`src/rtl/pdt_pkg.sv`:
```
package pdt_pkg;
  localparam int CNT_W      = 5;
  localparam int A_TSR_EN   = 2;
  localparam int A_FORCE    = 3;
  localparam int A_THR_BASE = 8;
  localparam int A_MON      = 12;
  localparam int THR_STRIDE = 8;
  localparam int FLAG_LSB   = 8;

  typedef logic [CNT_W-1:0] cnt_t;

  localparam cnt_t CNT_MAX = {CNT_W{1'b1}};

  // Saturating one-step move of the count; both or neither request holds it.
  function automatic cnt_t sat_step(cnt_t c, logic up, logic dn);
    cnt_t n;
    n = c;
    if (up && !dn && c != CNT_MAX) n = c + cnt_t'(1);
    else if (dn && !up && c != '0) n = c - cnt_t'(1);
    return n;
  endfunction

  // Strict greater-than test used by every threshold flag.
  function automatic logic above_limit(cnt_t c, cnt_t lim);
    return c > lim;
  endfunction
endpackage

```
`src/rtl/pdt_counter.sv`:
```
module pdt_counter
  import pdt_pkg::*;
(
  input  logic clk,
  input  logic rst_n,
  input  logic inc,
  input  logic dec,
  input  logic clr,
  output cnt_t count
);
  always_ff @(posedge clk or negedge rst_n) begin
    if (!rst_n)    count <= '0;
    else if (clr)  count <= '0;
    else           count <= sat_step(count, inc, dec);
  end
endmodule

```
`src/rtl/pdt_compare.sv`:
```
module pdt_compare
  import pdt_pkg::*;
#(
  parameter int NUM_CMP = 4
) (
  input  logic                          clk,
  input  logic                          rst_n,
  input  cnt_t                          count,
  input  logic [NUM_CMP-1:0][CNT_W-1:0] limits,
  output logic [NUM_CMP-1:0]            flags
);
  for (genvar g = 0; g < NUM_CMP; g++) begin : g_cmp
    always_ff @(posedge clk or negedge rst_n) begin
      if (!rst_n) flags[g] <= 1'b0;
      else        flags[g] <= above_limit(count, limits[g]);
    end
  end
endmodule

```
`src/rtl/pdt_regs.sv`:
```
module pdt_regs
  import pdt_pkg::*;
#(
  parameter int ADDR_W  = 6,
  parameter int DATA_W  = 16,
  parameter int NUM_CMP = 4
) (
  input  logic                          clk,
  input  logic                          rst_n,
  input  logic                          wr_en,
  input  logic [ADDR_W-1:0]             addr,
  input  logic [DATA_W-1:0]             wdata,
  input  cnt_t                          count,
  input  logic [NUM_CMP-1:0]            flags,
  output logic [DATA_W-1:0]             rdata,
  output logic                          tsr_en,
  output logic                          force_clr,
  output logic [NUM_CMP-1:0][CNT_W-1:0] limits
);
  localparam int PER_REG = DATA_W / THR_STRIDE;

  function automatic logic [ADDR_W-1:0] thr_addr(int idx);
    return ADDR_W'(A_THR_BASE + idx / PER_REG);
  endfunction

  always_ff @(posedge clk or negedge rst_n) begin
    if (!rst_n) begin
      tsr_en <= 1'b0;
      limits <= '0;
    end else if (wr_en) begin
      if (addr == ADDR_W'(A_TSR_EN)) tsr_en <= wdata[0];
      for (int i = 0; i < NUM_CMP; i++) begin
        if (addr == thr_addr(i))
          limits[i] <= wdata[(i % PER_REG) * THR_STRIDE +: CNT_W];
      end
    end
  end

  assign force_clr = wr_en && (addr == ADDR_W'(A_FORCE)) && wdata[0];

  always_comb begin
    rdata = '0;
    if (addr == ADDR_W'(A_TSR_EN)) rdata[0] = tsr_en;
    for (int i = 0; i < NUM_CMP; i++) begin
      if (addr == thr_addr(i))
        rdata[(i % PER_REG) * THR_STRIDE +: CNT_W] = limits[i];
    end
    if (addr == ADDR_W'(A_MON)) begin
      rdata[CNT_W-1:0]             = count;
      rdata[FLAG_LSB +: NUM_CMP]   = flags;
    end
  end
endmodule

```
`src/rtl/pending_decision_tracker.sv`:
```
module pending_decision_tracker
  import pdt_pkg::*;
#(
  parameter int ADDR_W  = 6,
  parameter int DATA_W  = 16,
  parameter int NUM_CMP = 4
) (
  input  logic              clk,
  input  logic              rst_n,
  input  logic              accept_i,
  input  logic              decision_i,
  input  logic              tsr_strobe_i,
  input  logic              wr_en_i,
  input  logic [ADDR_W-1:0] addr_i,
  input  logic [DATA_W-1:0] wdata_i,
  output logic [DATA_W-1:0] rdata_o,
  output logic [CNT_W-1:0]  count_o,
  output logic [NUM_CMP-1:0] flag_o
);
  logic                          tsr_en;
  logic                          force_clr;
  logic                          tsr_clr;
  logic                          clr_evt;
  logic [NUM_CMP-1:0][CNT_W-1:0] limits;
  cnt_t                          count;

  assign tsr_clr = tsr_strobe_i && tsr_en;
  assign clr_evt = tsr_clr || force_clr;

  pdt_counter u_cnt (
    .clk   (clk),
    .rst_n (rst_n),
    .inc   (accept_i),
    .dec   (decision_i),
    .clr   (clr_evt),
    .count (count)
  );

  pdt_compare #(.NUM_CMP(NUM_CMP)) u_cmp (
    .clk    (clk),
    .rst_n  (rst_n),
    .count  (count),
    .limits (limits),
    .flags  (flag_o)
  );

  pdt_regs #(.ADDR_W(ADDR_W), .DATA_W(DATA_W), .NUM_CMP(NUM_CMP)) u_regs (
    .clk       (clk),
    .rst_n     (rst_n),
    .wr_en     (wr_en_i),
    .addr      (addr_i),
    .wdata     (wdata_i),
    .count     (count),
    .flags     (flag_o),
    .rdata     (rdata_o),
    .tsr_en    (tsr_en),
    .force_clr (force_clr),
    .limits    (limits)
  );

  assign count_o = count;
endmodule

```
`config.mk`:
```
export PLATFORM = sky130hd
export DESIGN_NAME = pending_decision_tracker
export DESIGN_NICKNAME = d
export VERILOG_FILES = /design/src/rtl/pdt_pkg.sv /design/src/rtl/pdt_counter.sv /design/src/rtl/pdt_compare.sv /design/src/rtl/pdt_regs.sv /design/src/rtl/pending_decision_tracker.sv
export SDC_FILE = /design/constraint.sdc
export NUM_CORES = 1
export LEC_CHECK = 0
export BUFFER_PORTS_ARGS = -buffer_cell sky130_fd_sc_hd__clkbuf_2
export CORE_MARGIN = 5
export CORE_UTILIZATION = 50
export DETAILED_ROUTE_END_ITERATION = 6
export PLACE_DENSITY = 0.8
export SYNTH_ARGS = -nofsm -noshare
export SYNTH_HDL_FRONTEND = slang
export SYNTH_SLANG_ARGS = --single-unit
```
`constraint.sdc`:
```
create_clock -name clk -period 6.1 [get_ports clk]
set_input_delay 0.305 -clock clk [delete_from_list [all_inputs] [get_ports clk]]
set_output_delay 0.305 -clock clk [all_outputs]
set_load 0.005 [all_outputs]
```
==> flow_metrics.tcl, run 1 <==
set metrics [dict create \
    busiest_layer "met2" \
    rsz0062_at_grt "false" \
    path_class "register to register" \
    cts.sinks 30 \
    drtAntennaViolNets 0 \
    htree_levels 2 \
    wl_per_cell_um 15.4 \
    initial_core_util_pct 51.7 \
    cp_top_family "compound AO/OA/AOI/OAI gates" \
    fin_nets 296 \
    synth.avg_cell_area_sq_um 10.3 \
    slew_headroom_pct 51.2 \
    area_growth_pct 14.8 \
    mappedNetlistArea_sq_um 2070 \
    maxSlewViolCount 0 \
    die_h_um 74.3 \
    diodes 0 \
    setup_slack_ns 3.53 \
    ys_top_cells_by_count "inv_1 (32), dfrtp_1 (30), ha_1 (23), mux2_2 (12), nand2_1 (10)" \
    drt-vias-per-instance 5.54 \
    fin_crit_ns 2.57 \
    grt_pass1_vias 1640 \
    critPathBufInv 0 \
    synthArstFlopShare_pct 100 \
    reg2reg_slack_ns 3.53 \
    drt_iter0_drc 116 \
    final_cells 293 \
    core_area_sq_um 4000 \
    dpl.cell_count 287 \
    synth_edf_count 0 \
    grt_max_degree 31 \
    drive_above_1_share_pct 27.2 \
    peakVddDrop_v 0.000186 \
    max_stage_delay_ns 0.64 \
    io_pins 53 \
    rows 23 \
    grt_pass1_wl_mm 7.46 \
    cts_hold_buf 0 \
    grt_use_met1_pct 21.5 \
    routabilityCongestion 0.899 \
    cts-root-buf "clkbuf_8" \
    port_buffers 40 \
    cp_cell_sequence "nand3_1 -> o21ai_1 -> ha_1 -> a21o_1 -> a21oi_1 -> xnor2_1 -> a21o_2 -> o21ai_1" \
    insertion_delay_ns 0.28 \
    drcViolationCount 0 \
    finalSetupTns_ns 0 \
    dr_total_vias 1624 \
    synthMostInstantiatedCell "inv_1" \
    met2_usage_pct 31.5 \
    synth.top_cell.area_share_pct 36.3 \
    outcome "finished, final reports clean" \
    clock.fmax_mhz 389 \
    cap_violations 0 \
    cts_buffers 5 \
    overflow 0 \
    post_cts_buffers 0 \
    worst_pin_slew_ns 0.731 \
    die_x_um 74.3 \
    hold_class "input pin to async pin" \
    setup_viol_count_final 0 \
    ff2ff_path_depth 8 \
    fin_crit_sh_pct 42.2 \
    hpwl_mm 3.41 \
    die_area_sq_um 5520 \
    cts_tree "done" \
    synth_seq_cells 30 \
    yosysSeqAreaShare_pct 36.3 \
    synthTopCellsByArea "dfrtp_1 (36%), ha_1 (14%), mux2_2 (6.5%), inv_1 (5.8%), mux2_1 (4.9%)" \
    worstSetupStartpointType "register" \
    finalHoldViolCount 0 \
    synth_cells 201 \
    p_per_area_nw_per_um2 344 \
    cpMaxStageDelayCell "dfrtp_1" \
    drt-total-wl_mm 4.51 \
    synth_warnings 0 \
    post_cts_resized 0 \
    antenna_found_initial 0 \
    clk_pin_slew_ns 0.06 \
    worstPathRequired_ns 6.31 \
    grtUsageTotal_pct 18.1 \
    r2r_start "u_cnt.count[1]$_DFFE_PN0P_" \
    crit_arrival_ns 2.79 \
    r2r_end "u_cnt.count[4]$_DFFE_PN0P_" \
    crit_top_cell "o21ai_1" \
    pre_cts_ws_ns 3.52 \
    cts.path.max_buffers 2 \
    skew_ns 0.000719 \
    end_kind "register" \
    leakagePower_nw 1.25 \
    synth_top_area_cell "dfrtp_1" \
    first_pass_iters 4 \
    met3_usage_pct 5.14 \
    synth_ff_type "dfrtp_1" \
    ys_types 41 \
    crit_path_max_fanout 11 \
]
-- state kept, by name, summed over array words and instances (netlist names) --
signal / count
u_regs.limits: 20
u_cnt.count: 5
u_cmp.flags: 4
u_regs.tsr_en: 1
-- cell type report --
type | count | area (sq um)
repair buffers | 40 | 200
inverters | 32 | 120
clock buffers | 6 | 82.6
fillers | 344 | 1630
multi-input cells | 135 | 1160
flip-flops and latches | 30 | 751
well taps | 50 | 62.6
-- layer usage --
metal	share of wire, %	vias to the layer above
met5	0	-
met4	1.3	0
met3	6.4	6
met2	51	42
met1	41	783
li1	-	793
-- worst register-to-register path, stage by stage, from the launching register on --
cell,delay (ns)
dfrtp_1,0.64
nand3_1,0.14
o21ai_1,0.51
ha_1,0.38
a21o_1,0.16
a21oi_1,0.25
xnor2_1,0.10
a21o_2,0.23
o21ai_1,0.10
-- cells by family after synthesis --
group / after synthesis / synth area share, %
xor gates and xnor gates: 3 / 1.27
muxes: 21 / 11.4
DFF: 30 / 36.3
buffers and inverters: 41 / 8.65
and+or+nand+nor: 39 / 12.2
adders and majority gates: 24 / 14.9
AOI/OAI and AO/OA: 42 / 15.1
other: 1 / 0.181
-- how the worst max path moves through the flow --
stage	startpoint	to	slack, ns	cells after the start
after floorplan	u_cnt.count[1]$_DFFE_PN0P_	u_cnt.count[4]$_DFFE_PN0P_	3.86	8
after global placement	u_cnt.count[1]$_DFFE_PN0P_	u_cnt.count[4]$_DFFE_PN0P_	3.57	8
after detailed placement	u_cnt.count[1]$_DFFE_PN0P_	u_cnt.count[4]$_DFFE_PN0P_	3.52	8
after CTS	u_cnt.count[1]$_DFFE_PN0P_	u_cnt.count[4]$_DFFE_PN0P_	3.51	8
after global routing	u_cnt.count[1]$_DFFE_PN0P_	u_cnt.count[4]$_DFFE_PN0P_	3.26	8
final	u_cnt.count[1]$_DFFE_PN0P_	u_cnt.count[4]$_DFFE_PN0P_	3.53	8
-- report_power, final --
group          total, W  internal (W)  leakage, nW  switching [W]
Sequential     0.000324      0.000245        0.381      0.0000787
Clock          0.000157     0.0000868       0.0431      0.0000705
Combinational  0.000335      0.000177        0.823       0.000159
-- cell usage in the layout, fill, tap and decap left out, drive strengths merged --
cell type and n:
nor2 3, and4b 2, nand3 2, nand4 1
nor2b 5, a211oi 1, dfrtp 30, and4bb 1
ha 23, mux2 21, o31ai 3, o21a 8
fa 1, nor3 3, xnor2 2, o22a 1
nor3b 3, o21ai 10, and4 3, nand4b 1
a222oi 8, conb 6, nand2b 1, clkbuf 46
nand2 12, a22oi 3, a21oi 5, or4b 1
xor2 1, or3 1, inv 32, a21o 3
-- per-stage QoR --
stage	power, W	cell area [sq um]	utilization (%)	hold slack [ns]
after floorplan	0.000549	2090	-	0.00941
after global placement	0.000648	2290	57.3	0.395
after detailed placement	0.000666	2290	57.3	0.399
after CTS	0.000824	2370	59.3	0.0922
after global routing	0.000897	2370	59.3	0.143
final	0.000816	2370	59.3	0.0698
No activity file was read; power rests on OpenSTA's default activity.
==> inputs of run 2 (changes only) <==
Settings changed: ABC_AREA set to 1, CORE_UTILIZATION 50 to 48.
Clock period 6.1 ns to 2.15 ns, I/O delays scaled along.
==> run 2 against run 1 <==
Effect of this change: clock skew is 0.0026 ns higher; count of clock-buffer cells in the layout is 2 higher; global-route usage is 0.43 points higher; fmax is 52% higher; die area is 4.3% higher; core utilization is 2.1 points lower; critical path depth is 2 higher; sequential power is 140% higher; total power grew to 2.9 times the previous value; via count is 18% higher; worst hold slack worse by 0.026 ns; sequential share of layout area is 1.1 points lower; critical endpoint is now u_cnt.count[3]$_DFFE_PN0P_.
==> flow_metrics.tcl, run 2 <==
set metrics [dict create \
    outcome "finished, final reports clean" \
    synthMostInstantiatedCell "nand2_1" \
    ys_types 27 \
    crit_top_cell "nand2_1" \
    synth_seq_cells 30 \
    drtAntennaViolNets 0 \
    synth_warnings 0 \
    clkPwrFrac_pct 22.7 \
    mappedNetlistArea_sq_um 2080 \
    fin_crit_ns 1.69 \
    r2r_end "u_cnt.count[3]$_DFFE_PN0P_" \
    p_int_w 0.00144 \
    maxSlewViolCount 0 \
    io_pins 53 \
    die_x_um 75.9 \
    grtUsageTotal_pct 18.5 \
    layout_common_cells "nand2_1 (69), clkbuf_2 (40), inv_1 (30), dfrtp_1 (30), ha_1 (23)" \
    htree_levels 2 \
    synthTopCellsByArea "dfrtp_1 (36%), ha_1 (14%), nand2_1 (12%), inv_1 (5.4%), a21oi_1 (4.3%)" \
    synth_ff_type "dfrtp_1" \
    cts-root-buf "clkbuf_8" \
    holdPathStages 3 \
    finalHoldViolCount 0 \
    peakVddDrop_v 0.000373 \
    p_per_area_nw_per_um2 961 \
    reg_top3 "u_regs.limits: 20 flops, u_cnt.count: 5 flops, u_cmp.flags: 4 flops" \
    cts_tree "done" \
    clk_pin_slew_ns 0.06 \
    slew_headroom_pct 49.1 \
    fin_crit_sh_pct 78.8 \
    area_growth_pct 17.8 \
    crit_arrival_ns 1.87 \
    routabilityCongestion 0.814 \
    cts.path.max_buffers 2 \
    worstSetupStartpointType "register" \
    fin_nets 367 \
    cts.sinks 30 \
    hold_class "input pin to register" \
    worstHoldStart "wdata_i[3]" \
    cp_cell_sequence "nand2_1 -> inv_1 -> nand3_1 -> nand2_1 -> ha_1 -> a21oi_1 -> nand2_1 -> xor2_1 -> nand2_1 -> nand2_1" \
    power_frac_seq_pct 32.7 \
    cpMaxStageDelayCell "dfrtp_1" \
    synth.top_cell.area_share_pct 36.0 \
    dr_total_vias 1914 \
    first_pass_iters 4 \
    setup_viol_count_final 0 \
    wl_met1_mm 2.16 \
    end_kind "register" \
    leakagePower_nw 1.34 \
    antenna_found_initial 0 \
    die_area_sq_um 5760 \
    min_to "u_regs.limits[13]$_DFFE_PN0P_" \
    overflow 0 \
    crit_path_max_fanout 5 \
    hpwl_mm 3.70 \
    maxUsedRoutingLayer "met4" \
    dr_wl_met2_mm 2.45 \
    synth_edf_count 0 \
    cts_hold_buf 1 \
    p_sw_share_pct 38.8 \
    rows 24 \
    grt_pass1_wl_mm 8.82 \
    max_stage_delay_ns 0.38 \
    combPwrFrac_pct 44.6 \
    finalSetupTns_ns 0 \
    largest_reg_flops 20 \
    post_cts_resized 0 \
    synthArstFlopShare_pct 100 \
    grt_max_degree 31 \
    clock.fmax_mhz 590 \
    synth.avg_cell_area_sq_um 7.84 \
    reg2reg_slack_ns 0.46 \
    worstPathRequired_ns 2.33 \
    diodes 0 \
    drt-vias-per-instance 5.20 \
    insertion_delay_ns 0.28 \
    r2r_start "u_cnt.count[0]$_DFFE_PN0P_" \
    grt_pass1_vias 1886 \
    yosysSeqAreaShare_pct 36.0 \
    path_class "register to register" \
    drt-total-wl_mm 4.91 \
    routed-wl-met3_um 224 \
    ff2ff_path_depth 10 \
    synth_top_area_cell "dfrtp_1" \
    rsz0062_at_grt "false" \
    switching_power_w 0.000916 \
    wl_per_cell_um 13.3 \
    skew_ns 0.00336 \
    port_buffers 40 \
    post_cts_buffers 0 \
    worst_pin_slew_ns 0.764 \
    cap_violations 0 \
    initial_core_util_pct 48.5 \
    layout_commonest_cell "nand2_1" \
    core_area_sq_um 4290 \
    drt_iter0_drc 61 \
    postLayoutCoreUtil_pct 57.2 \
    synth_cells 266 \
    cts_buffers 5 \
    drive_above_1_share_pct 19.9 \
    regMostFlops "u_regs.limits" \
    ys_top_cells_by_count "nand2_1 (69), dfrtp_1 (30), inv_1 (30), ha_1 (23), nor2_1 (21)" \
    drcViolationCount 0 \
    die_h_um 75.9 \
]
run 2: cell types whose count changed after synthesis, moves of 8 or more:
cell,change
o21ai_0,+11
o21a_1,-8
a21oi_1,+13
a222oi_1,-8
nand2_1,+59
nor2_1,+18
mux2_1,-9
o211ai_1,+8
mux2_2,-12
nand3_1,+14
run 2: routing by layer:
| layer | track usage (%) | vias to the layer above |
|---|---|---|
| li1 | - | 959 |
| met1 | 23.0 | 894 |
| met2 | 31.3 | 54 |
| met3 | 4.27 | 7 |
| met4 | 6.41 | 0 |
| met5 | 0 | - |
run 2: worst max-delay path by stage:
| stage | start | to | cells after the start |
|---|---|---|---|
| floorplan | u_cnt.count[1]$_DFFE_PN0P_ | u_cnt.count[3]$_DFFE_PN0P_ | 10 |
| global route | u_cnt.count[2]$_DFFE_PN0P_ | u_cnt.count[4]$_DFFE_PN0P_ | 11 |
| CTS | u_cnt.count[2]$_DFFE_PN0P_ | u_cnt.count[3]$_DFFE_PN0P_ | 10 |
| detailed placement | u_cnt.count[2]$_DFFE_PN0P_ | u_cnt.count[3]$_DFFE_PN0P_ | 10 |
| global placement | u_cnt.count[0]$_DFFE_PN0P_ | u_cnt.count[3]$_DFFE_PN0P_ | 10 |
| finish | u_cnt.count[0]$_DFFE_PN0P_ | u_cnt.count[3]$_DFFE_PN0P_ | 10 |
run 2: cells by family after synthesis:
kind of cell	after synthesis	share of synthesized area, %
xor+xnor	2	0.840
buf+inv	41	9.30
other cells	1	0.180
compound gates	50	14.0
fa+ha+maj	24	14.8
flops	30	36.0
simple gates	118	24.9
run 2: layout make-up:
type                    instances  area (sq um)
fillers                       414          1840
multi-input cells             200          1160
flip-flops and latches         30           751
repair buffers                 47           255
inverters                      31           116
clock buffers                   8           110
well taps                      52          65.1
run 2: power groups by stage:
stage	registers [W]	clock network, W	logic (W)
floorplan	0.000853	0	0.000598
finish	0.000771	0.000536	0.00105
global route	0.000789	0.000576	0.00124
global placement	0.000772	0	0.00101
detailed placement	0.000783	0	0.00105
CTS	0.000773	0.000544	0.00106
run 2: critical path: cells and delay by family (launching register included):
kind / cells / cell delay, ns
adders and majority gates: 1 / 0.38
xor gates and xnor gates: 1 / 0.14
buffers and inverters: 1 / 0.04
DFF: 1 / 0.38
AOI/OAI and AO/OA: 1 / 0.16
and+or+nand+nor: 6 / 0.49
run 2: through the flow:
stage	hold slack [ns]	instances	setup slack, ns	area, sq um	total power, W
floorplan	-0.188	271	0.307	2100	0.00145
global route	0.0587	368	0.290	2460	0.00260
CTS	0.0446	368	0.474	2460	0.00237
detailed placement	0.212	359	0.481	2340	0.00183
finish	0.0441	368	0.455	2460	0.00236
global placement	0.200	359	0.529	2340	0.00179
